## config.mk

```make
export PLATFORM = sky130hd
export DESIGN_NAME = ovs_result_port
export DESIGN_NICKNAME = d
export VERILOG_FILES = /design/src/rtl/ovs_pkg.sv /design/src/rtl/ovs_ratio_decode.sv /design/src/rtl/ovs_delay_gate.sv /design/src/rtl/ovs_result_hold.sv /design/src/rtl/ovs_result_port.sv
export SDC_FILE = /design/constraint.sdc
export NUM_CORES = 1
export LEC_CHECK = 0
export ABC_AREA = 1
export BUFFER_PORTS_ARGS = -buffer_cell sky130_fd_sc_hd__buf_2
export CAP_MARGIN = 30
export CORE_ASPECT_RATIO = 0.9
export CORE_MARGIN = 1
export CORE_UTILIZATION = 40
export DETAILED_ROUTE_END_ITERATION = 8
export PLACE_DENSITY = 0.77
export SYNTH_ARGS = -nofsm -noshare
export SYNTH_HDL_FRONTEND = slang
export SYNTH_SLANG_ARGS = --single-unit
```

## constraint.sdc

```tcl
create_clock -name clk -period 1.2 [get_ports clk]
set_input_delay 0.06 -clock clk [delete_from_list [all_inputs] [get_ports clk]]
set_output_delay 0.06 -clock clk [all_outputs]
set_load 0.005 [all_outputs]
```

## src/rtl/ovs_pkg.sv

```systemverilog
// Package: register addresses and control-word bit positions shared by the
// result port and its bench-facing documentation. Assumes a 12-bit control word.
package ovs_pkg;
    localparam int ADR_CTL = 0;
    localparam int ADR_DLY = 1;
    localparam int ADR_RES = 2;

    localparam int B_START = 0;
    localparam int B_GROUP = 1;
    localparam int B_IE    = 2;
    localparam int B_RDY   = 3;
    localparam int B_OVF   = 4;
    localparam int B_TWOS  = 5;
    localparam int B_HALF  = 6;
    localparam int B_TOG   = 7;
    localparam int B_OSR   = 8;   // two bits, 9:8
    localparam int B_EXT   = 10;
    localparam int B_SNGL  = 11;
    localparam int CTL_W   = 12;
    localparam int DLY_W   = 2;
endpackage

```

## src/rtl/ovs_ratio_decode.sv

```systemverilog
// Module: decodes the oversampling code and extension bit into a ratio value.
// Assumes RATIO_W is wide enough to hold 1024; reserved codes give 0.
module ovs_ratio_decode #(
    parameter int RATIO_W = 11
) (
    input  logic [1:0]         code_i,
    input  logic               ext_i,
    output logic [RATIO_W-1:0] ratio_o
);
    localparam logic [RATIO_W-1:0] BASE_RATIO = RATIO_W'(256);

    // Ratio selection: halve the base per code step, or pick an extended value.
    always_comb begin
        if (!ext_i) begin
            ratio_o = BASE_RATIO >> code_i;
        end else begin
            case (code_i)
                2'd0:    ratio_o = BASE_RATIO << 1;
                2'd1:    ratio_o = BASE_RATIO << 2;
                default: ratio_o = '0;
            endcase
        end
    end

    // a decoded ratio is a power of two or zero
    always_comb begin
        a_ratio_pow2_r10: assert ($countones(ratio_o) <= 1);
    end
endmodule

```

## src/rtl/ovs_delay_gate.sv

```systemverilog
// Module: counts valid samples after a start and passes a sample on only once
// the programmed number of leading samples has been discarded. The counter
// reloads from the delay code whenever the channel is idle.
module ovs_delay_gate #(
    parameter int DLY_W = 2
) (
    input  logic             clk,
    input  logic             rst_n,
    input  logic             run_i,
    input  logic             valid_i,
    input  logic [DLY_W-1:0] dly_code_i,
    output logic             accept_o
);
    logic [DLY_W-1:0] skip_q;

    // Skip counter: reload while idle, count down on discarded samples.
    always_ff @(posedge clk) begin
        if (!rst_n) begin
            skip_q <= '0;
        end else if (!run_i) begin
            skip_q <= ~dly_code_i;
        end else if (valid_i && skip_q != '0) begin
            skip_q <= skip_q - 1'b1;
        end
    end

    assign accept_o = run_i && valid_i && (skip_q == '0);

    // nothing is accepted while the channel is idle
    p_idle_no_accept_r8: assert property (@(posedge clk) disable iff (!rst_n)
        !run_i |-> !accept_o);
    // a discarded sample is never accepted in the cycle after a reload
    p_reload_skip_r6: assert property (@(posedge clk) disable iff (!rst_n)
        (!run_i && dly_code_i != {DLY_W{1'b1}}) |=> !(accept_o && $past(!run_i)));
endmodule

```

## src/rtl/ovs_result_hold.sv

```systemverilog
// Module: stores the formatted result and serves one half of it through the
// read window; owns the half-select bit and its toggle-on-read behaviour.
// Assumes RES_W is exactly twice WIN_W.
module ovs_result_hold #(
    parameter int RES_W = 32,
    parameter int WIN_W = 16
) (
    input  logic             clk,
    input  logic             rst_n,
    input  logic             store_i,
    input  logic             twos_i,
    input  logic [RES_W-1:0] data_i,
    input  logic             half_wr_i,
    input  logic             half_wdata_i,
    input  logic             rd_i,
    input  logic             tog_i,
    output logic             half_o,
    output logic [WIN_W-1:0] window_o
);
    localparam int MSB = RES_W - 1;

    logic [RES_W-1:0] res_q;
    logic             half_q;

    // Result register: keep two's complement or flip the sign bit for offset binary.
    always_ff @(posedge clk) begin
        if (!rst_n) begin
            res_q <= '0;
        end else if (store_i) begin
            res_q <= twos_i ? data_i : {~data_i[MSB], data_i[MSB-1:0]};
        end
    end

    // Half select: software write, then toggle on a window read if enabled.
    always_ff @(posedge clk) begin
        if (!rst_n) begin
            half_q <= 1'b0;
        end else if (rd_i && tog_i) begin
            half_q <= ~half_q;
        end else if (half_wr_i) begin
            half_q <= half_wdata_i;
        end
    end

    assign half_o   = half_q;
    assign window_o = half_q ? res_q[WIN_W-1:0] : res_q[MSB -: WIN_W];

    // a read with toggle enabled inverts the half select
    p_toggle_flip_r3: assert property (@(posedge clk) disable iff (!rst_n)
        (rd_i && tog_i) |=> (half_q != $past(half_q)));
    // without a write or a toggling read the half select holds
    p_half_hold_r2: assert property (@(posedge clk) disable iff (!rst_n)
        (!half_wr_i && !(rd_i && tog_i)) |=> $stable(half_q));
    // the stored result changes only on a store
    p_res_stable_r8: assert property (@(posedge clk) disable iff (!rst_n)
        !store_i |=> $stable(res_q));
endmodule

```

## src/rtl/ovs_result_port.sv

```systemverilog
// Module: per-channel control and result interface behind a decimation filter.
// Holds the control word and delay code, runs single or continuous conversion,
// maintains ready/overflow flags and the group start chain. Assumes register
// reads are combinational and their side effects take place at the clock edge.
module ovs_result_port
    import ovs_pkg::*;
#(
    parameter int RES_W   = 32,
    parameter int WIN_W   = 16,
    parameter int ADDR_W  = 2,
    parameter int RATIO_W = 11,
    parameter bit IS_LAST = 1'b0
) (
    input  logic               clk,
    input  logic               rst_n,
    input  logic               reg_wr,
    input  logic               reg_rd,
    input  logic [ADDR_W-1:0]  reg_addr,
    input  logic [WIN_W-1:0]   reg_wdata,
    output logic [WIN_W-1:0]   reg_rdata,
    input  logic [RES_W-1:0]   flt_data,
    input  logic               flt_valid,
    input  logic               chain_start_i,
    output logic               chain_start_o,
    output logic [RATIO_W-1:0] ratio_o,
    output logic               rdy_o,
    output logic               ovf_o,
    output logic               irq_o
);
    logic             start_q, group_q, ie_q, rdy_q, ovf_q, twos_q, tog_q, ext_q, sngl_q;
    logic [1:0]       osr_q;
    logic [DLY_W-1:0] dly_q;
    logic             half;
    logic [WIN_W-1:0] window;
    logic             wr_ctl, wr_dly, rd_res, running, accept;
    logic [CTL_W-1:0] ctl_word;
    logic             unused_wdata;

    assign wr_ctl  = reg_wr && (reg_addr == ADDR_W'(ADR_CTL));
    assign wr_dly  = reg_wr && (reg_addr == ADDR_W'(ADR_DLY));
    assign rd_res  = reg_rd && (reg_addr == ADDR_W'(ADR_RES));
    assign running = start_q || chain_start_i;
    assign unused_wdata = ^reg_wdata[WIN_W-1:CTL_W];

    // Control fields and flags: software writes, then read and store effects.
    always_ff @(posedge clk) begin
        if (!rst_n) begin
            {start_q, group_q, ie_q, rdy_q, ovf_q, twos_q, tog_q, ext_q, sngl_q} <= '0;
            osr_q <= '0;
            dly_q <= '0;
        end else begin
            if (wr_ctl) begin
                start_q <= reg_wdata[B_START];
                group_q <= reg_wdata[B_GROUP];
                ie_q    <= reg_wdata[B_IE];
                twos_q  <= reg_wdata[B_TWOS];
                tog_q   <= reg_wdata[B_TOG];
                osr_q   <= reg_wdata[B_OSR +: 2];
                ext_q   <= reg_wdata[B_EXT];
                sngl_q  <= reg_wdata[B_SNGL];
                rdy_q   <= rdy_q & reg_wdata[B_RDY];
                ovf_q   <= ovf_q & reg_wdata[B_OVF];
            end
            if (wr_dly) begin
                dly_q <= reg_wdata[DLY_W-1:0];
            end
            if (rd_res) begin
                rdy_q <= 1'b0;
            end
            if (accept) begin
                rdy_q <= 1'b1;
                if (rdy_q && !rd_res) ovf_q <= 1'b1;
                if (sngl_q) start_q <= 1'b0;
            end
        end
    end

    ovs_delay_gate #(.DLY_W(DLY_W)) i_gate (
        .clk(clk), .rst_n(rst_n), .run_i(running), .valid_i(flt_valid),
        .dly_code_i(dly_q), .accept_o(accept)
    );

    ovs_result_hold #(.RES_W(RES_W), .WIN_W(WIN_W)) i_hold (
        .clk(clk), .rst_n(rst_n), .store_i(accept), .twos_i(twos_q), .data_i(flt_data),
        .half_wr_i(wr_ctl), .half_wdata_i(reg_wdata[B_HALF]), .rd_i(rd_res), .tog_i(tog_q),
        .half_o(half), .window_o(window)
    );

    ovs_ratio_decode #(.RATIO_W(RATIO_W)) i_ratio (
        .code_i(osr_q), .ext_i(ext_q), .ratio_o(ratio_o)
    );

    // Control word image for reads.
    always_comb begin
        ctl_word            = '0;
        ctl_word[B_START]   = start_q;
        ctl_word[B_GROUP]   = group_q;
        ctl_word[B_IE]      = ie_q;
        ctl_word[B_RDY]     = rdy_q;
        ctl_word[B_OVF]     = ovf_q;
        ctl_word[B_TWOS]    = twos_q;
        ctl_word[B_HALF]    = half;
        ctl_word[B_TOG]     = tog_q;
        ctl_word[B_OSR +: 2] = osr_q;
        ctl_word[B_EXT]     = ext_q;
        ctl_word[B_SNGL]    = sngl_q;
    end

    // Read multiplexer over the three registers.
    always_comb begin
        if (reg_addr == ADDR_W'(ADR_CTL))      reg_rdata = WIN_W'(ctl_word);
        else if (reg_addr == ADDR_W'(ADR_DLY)) reg_rdata = WIN_W'(dly_q);
        else if (reg_addr == ADDR_W'(ADR_RES)) reg_rdata = window;
        else                                   reg_rdata = '0;
    end

    // Group chain: the last channel never forwards its start.
    generate
        if (IS_LAST) begin : g_last
            assign chain_start_o = 1'b0;
        end else begin : g_chain
            assign chain_start_o = group_q && start_q;
        end
    endgenerate

    assign rdy_o = rdy_q;
    assign ovf_o = ovf_q;
    assign irq_o = rdy_q && ie_q;

    // a store always leaves the ready flag set
    p_rdy_on_store_r4: assert property (@(posedge clk) disable iff (!rst_n)
        accept |=> rdy_q);
    // overflow survives anything but a clearing control write
    p_ovf_sticky_r5: assert property (@(posedge clk) disable iff (!rst_n)
        (ovf_q && !(wr_ctl && !reg_wdata[B_OVF])) |=> ovf_q);
    // store on a still-ready result raises overflow
    p_ovf_raise_r5: assert property (@(posedge clk) disable iff (!rst_n)
        (accept && rdy_q && !rd_res) |=> ovf_q);
    // single mode stops after its stored result
    p_single_stop_r7: assert property (@(posedge clk) disable iff (!rst_n)
        (accept && sngl_q) |=> !start_q);
    // the interrupt request never stands without the ready flag
    p_irq_needs_rdy_r12: assert property (@(posedge clk) disable iff (!rst_n)
        irq_o |-> rdy_o);
endmodule

```

Word level (Yosys, flattened, before mapping). Cells that the tools add are included.

Register bits after elaboration: 48. Bits of input ports: 56. Logic and storage cells: 63. Output and inout port bits: 31.

Multiplexer cells: 20. $add $sub $neg: 1. Shift operators: 1. Reduce and logical (&&, ||, !) cells: 18. Bitwise logic cells: 5. Equality and inequality tests: 4.

Operator list (count): $mux W16 (4); $mux W32 (1); $pmux W11 S2 (1); $mux W1 (11); $mux W11 (1); $shr A9 B2 Y11 const A (1); $logic_and A1 B1 Y1 (10); $logic_not A2 Y1 (3); $eq A2 B1 Y1 const B (2); $mux W2 (2); $reduce_bool A2 Y1 (2); $reduce_bool A3 Y1 (1); $and A1 B1 Y1 (2); $eq A2 B2 Y1 const B (1); $ne A2 B2 Y1 const B (1); $not A1 Y1 (2); $not A2 Y2 (1); $sub A2 B1 Y2 const B (1); $logic_not A1 Y1 (1); $logic_or A1 B1 Y1 (1).

Logic depth before layout (Yosys ltp).
Word-level depth: 6. Mapped depth: 8. Depth with buffers taken out: 7.

Cells and area by module. Synthesis repeated with hierarchy kept, for this count alone.

Cell total of the unflattened synthesis: 353. Area total of the unflattened synthesis: 2331.0 um^2.

Modules (own cells, without submodules): ovs_result_hold (cells each 203, times used 1, area an instance 1363.8 um^2); ovs_result_port (cells each 101, times used 1, area an instance 719.4 um^2); ovs_delay_gate (cells each 31, times used 1, area an instance 158.9 um^2); ovs_ratio_decode (cells each 18, times used 1, area an instance 88.8 um^2).

Worst setup path after synthesis. No wires, ideal clock.

Path kind: reg2reg. From: register i_gate.skip_q[0]. To: register i_hold.res_q[19]. Stages on the path, launching flop included: 9. Setup slack: -0.005 ns. Buffers on the path: 1. Data required time: 1.084 ns. Data arrival time: 1.089 ns. Period minus slack after synthesis: 1.205 ns. Cell sequence: dfxtp_1 inv_1 ha_1 nand2_1 nor2_4 inv_2 buf_4 nor2_1 nor2_1.

Word-level cells in the longest chain between the ends: 2.

RTL lines: start, declared (RTL line ovs_delay_gate.sv:14) `logic [DLY_W-1:0] skip_q;`; start signal, assigned (RTL line ovs_delay_gate.sv:21) `skip_q <= ~dly_code_i;`; start signal, assigned (RTL line ovs_delay_gate.sv:23) `skip_q <= skip_q - 1'b1;`; $logic_not A2 Y1 (RTL line ovs_delay_gate.sv:27) `assign accept_o = run_i && valid_i && (skip_q == '0);`; $logic_and A1 B1 Y1 (RTL line ovs_delay_gate.sv:27); end signal, assigned (RTL line ovs_result_hold.sv:30) `res_q <= twos_i ? data_i : {~data_i[MSB], data_i[MSB-1:0]};`; end, declared (RTL line ovs_result_hold.sv:22) `logic [RES_W-1:0] res_q;`.

Every way passes these cells. A chain may end at the register's enable or synchronous reset.

Worst setup path in the final report.
From: register i_hold.half_q (netlist: i_hold.half_o). To: output port reg_rdata[10].

Word-level cells in the longest chain between the ends: 4.

RTL lines: start, declared (RTL line ovs_result_hold.sv:23) `logic half_q;`; start signal, assigned (RTL line ovs_result_hold.sv:39) `half_q <= ~half_q;`; start signal, assigned (RTL line ovs_result_hold.sv:41) `half_q <= half_wdata_i;`; $mux W16 (RTL line ovs_result_hold.sv:46) `assign window_o = half_q ? res_q[WIN_W-1:0] : res_q[MSB -: WIN_W];`; $mux W16 (RTL line ovs_result_port.sv:113) `else if (reg_addr == ADDR_W'(ADR_RES)) reg_rdata = window;`; $mux W16 (RTL line ovs_result_port.sv:112) `else if (reg_addr == ADDR_W'(ADR_DLY)) reg_rdata = WIN_W'(dly_q);`; $mux W16 (RTL line ovs_result_port.sv:111) `if (reg_addr == ADDR_W'(ADR_CTL)) reg_rdata = WIN_W'(ctl_word);`; end, declared (RTL line ovs_result_port.sv:20) `output logic [WIN_W-1:0] reg_rdata,`.

Every way passes these cells.

==> flow_metrics.tcl <==
set metrics [dict create \
    grt_pass1_vias 2523 \
    cp_cell_sequence "buf_6 -> o21ai_0 -> o22ai_1 -> buf_2" \
    p_int_mw 2.68 \
    drv_cap 0 \
    grt_pass1_wl_mm 11.8 \
    clock_latency_ns 0.31 \
    finalSetupTns_ns -4.84 \
    whs_ns -0.0190 \
    gp_congestion 0.826 \
    leakagePower_nw 1.60 \
    comb_power_share_pct 26.2 \
    cts-root-buf "clkbuf_8" \
    synth_flop_cell "dfxtp_1" \
    pre_cts_ws_ns -0.0770 \
    syn_area_per_cell_um2 7.06 \
    rsz0062_at_grt "yes" \
    critPathTopFamily "flip-flops" \
    outcome "finished, violations left" \
    place_area_mm2 0.00270 \
    htree_levels 2 \
    synth-edff-count 0 \
    finalNonFillerCells 496 \
    r2r_setup_slack_ns -0.13 \
    yosysTopAreaCellShare_pct 43.0 \
    cts_tree "built" \
    ys_async_sr_fraction_pct 0 \
    dieArea_mm2 0.00588 \
    fin_worst_skew_ns 0.00299 \
    drive_gt1_share_pct 41.7 \
    dieHeight_um 72.9 \
    post_drt_via_cell_ratio 5.23 \
    report.final.slew_viol_count 0 \
    synth_area_leaders "dfxtp_1 43%, nor2_1 14%, o21ai_0 11%" \
    final.setup.worst_slack_ns -0.178 \
    drt_first_pass_iters 4 \
    grt_max_degree 47 \
    pwr-share-seq_pct 47.0 \
    path_class "reg2out" \
    yosys_warnings 0 \
    synth_seq_cells 48 \
    powerDensity_mw_per_mm2 1050 \
    switching_share_pct 30.1 \
    num_vias 2592 \
    seq_area_frac_synth_pct 43.0 \
    nets 485 \
    antenna_left 0 \
    synthTopCellsByCount "85 x nor2_1, 49 x o21ai_0, 48 x dfxtp_1, 32 x nand2_1, 17 x inv_1" \
    end_kind "output pin" \
    min_from "flt_data[6]" \
    startpoint "i_hold.half_o" \
    worstPathArrival_ns 1.32 \
    final_util_pct 68.7 \
    fp.dieW_um 80.7 \
    path_clk_slew_ns 0.09 \
    cts_buffers 5 \
    setup_viol 50 \
    wl_mm 7.75 \
    p_sw_mw 1.15 \
    crit_path_start_kind "flip-flop" \
    violations "hold timing, setup timing" \
    period_needed_ns 1.38 \
    fmax_mhz 726 \
    hold_viol 4 \
    area_delta_synth_final_pct 63.6 \
    irDropWorstVdd_v 0.000922 \
    cts_buffer_depth 2 \
    initial_core_util_pct 42.0 \
    hpwlAfterDp_mm 4.19 \
    yosysTopAreaCell "dfxtp_1" \
    yosysMostFrequentCell "nor2_1" \
    drc 0 \
    crit_fanout 13 \
    cpMaxStageDelayCell "dfxtp_4" \
    rows 25 \
    final_area_mm2 0.00365 \
    netlist_area_mm2 0.00223 \
    ios 87 \
    io_buffers 77 \
    power_mw 3.83 \
    required_ns 1.14 \
    hold_class "in2reg" \
    drtIter0Drc 257 \
    antenna_found_initial 0 \
    fp.coreArea_mm2 0.00532 \
    timing.rr.start "i_gate.skip_q[0]" \
    slowest_delay_ns 0.39 \
    dpl.cell_count 453 \
    finalCritPeriodShare_pct 115 \
    cts_sinks 48 \
    path_buf_inv 2 \
    drt-wirelength-per-cell_um 15.6 \
    grt_overflow 0 \
    diodes 0 \
    power.clock.fraction_pct 26.8 \
    synthDistinctLibCells 30 \
    syn_inst 316 \
    grt_usage_pct 27.0 \
]
## cell usage in the layout, fill, tap and decap left out, drive strengths merged
master | netlist | layout
nor2 | 89 | 89
o21ai | 60 | 60
inv | 21 | 21
nor3 | 6 | 6
xor2 | 1 | 1
buf | 16 | 98
o22ai | 5 | 5
nand2 | 33 | 33
a21oi | 17 | 17
dlygate4sd3 | 0 | 23
o221ai | 1 | 1
nand4 | 1 | 1
nand3 | 8 | 8
dfxtp | 48 | 48
nand3b | 1 | 1
o211ai | 1 | 1
clkbuf | 5 | 9
conb | 1 | 5
ha | 1 | 1
xnor2 | 1 | 1
## final cells by class
cell class / count / area, µm²
fillers: 426 / 1670
multi-input cells: 230 / 1400
repair buffers: 122 / 1010
flip-flops and latches: 48 / 971
inverters: 21 / 96.3
clock buffers: 8 / 90.1
well taps: 67 / 83.8
## worst register-to-register path, cell delays in order (launching register included)
cell and delay [ns]:
dfxtp_2 0.34, inv_2 0.06, ha_4 0.14, nand2_4 0.06, nor2_4 0.13, buf_6 0.15, inv_12 0.06, clkbuf_16 0.18
nor2_4 0.08, nor2_1 0.05
## what timing repair did
item,4_1_cts,5_1_grt
setup endpoints to repair,50,55
endpoints found under the hold margin,23,0
resized for setup,113,35
hold buffers,23,0
buffers inserted,3,1
gates cloned,7,1
pin swaps,10,11
## power by group through the flow
stage | clock [mW] | combinational, mW | sequential [mW]
2_1_floorplan | 0 | 0.352 | 1.80
5_1_grt | 1.10 | 1.07 | 1.81
3_3_place_gp | 0 | 0.568 | 1.81
4_1_cts | 1.02 | 0.905 | 1.79
6_report | 1.02 | 1.00 | 1.80
3_5_place_dp | 0 | 0.577 | 1.81
## flip-flops by register name (all words and copies together) (netlist names), 2 cells and up
signal         flops
i_gate.skip_q      2
i_hold.res_q      32
osr_q              2
dly_q              2
## kinds of logic after synthesis
kind of cell | after synthesis | share of synthesized area [%]
and+or+nand+nor | 138 | 25.5
AOI/OAI and AO/OA | 84 | 20.2
DFF | 48 | 43.0
other | 1 | 0.168
buffers and inverters | 42 | 9.70
xor gates and xnor gates | 2 | 0.785
adders and majority gates | 1 | 0.560
## metal layers
metal / GRT usage, % / routed length, µm
met1: 32.7 / 3120
met2: 45.7 / 3910
met3: 5.00 / 571
met4: 13.9 / 151
met5: 0 / 0
## path summary, 6_finish.rpt
check / to / depth (start not counted)
worst max register to register: i_hold.res_q[8] / 9
worst min-delay path: i_hold.res_q[6] / 3
worst min register to register: i_hold.res_q[31] / 2
worst max-delay path: reg_rdata[10] / 4
Note: power is estimated with default switching activity, not from simulation.
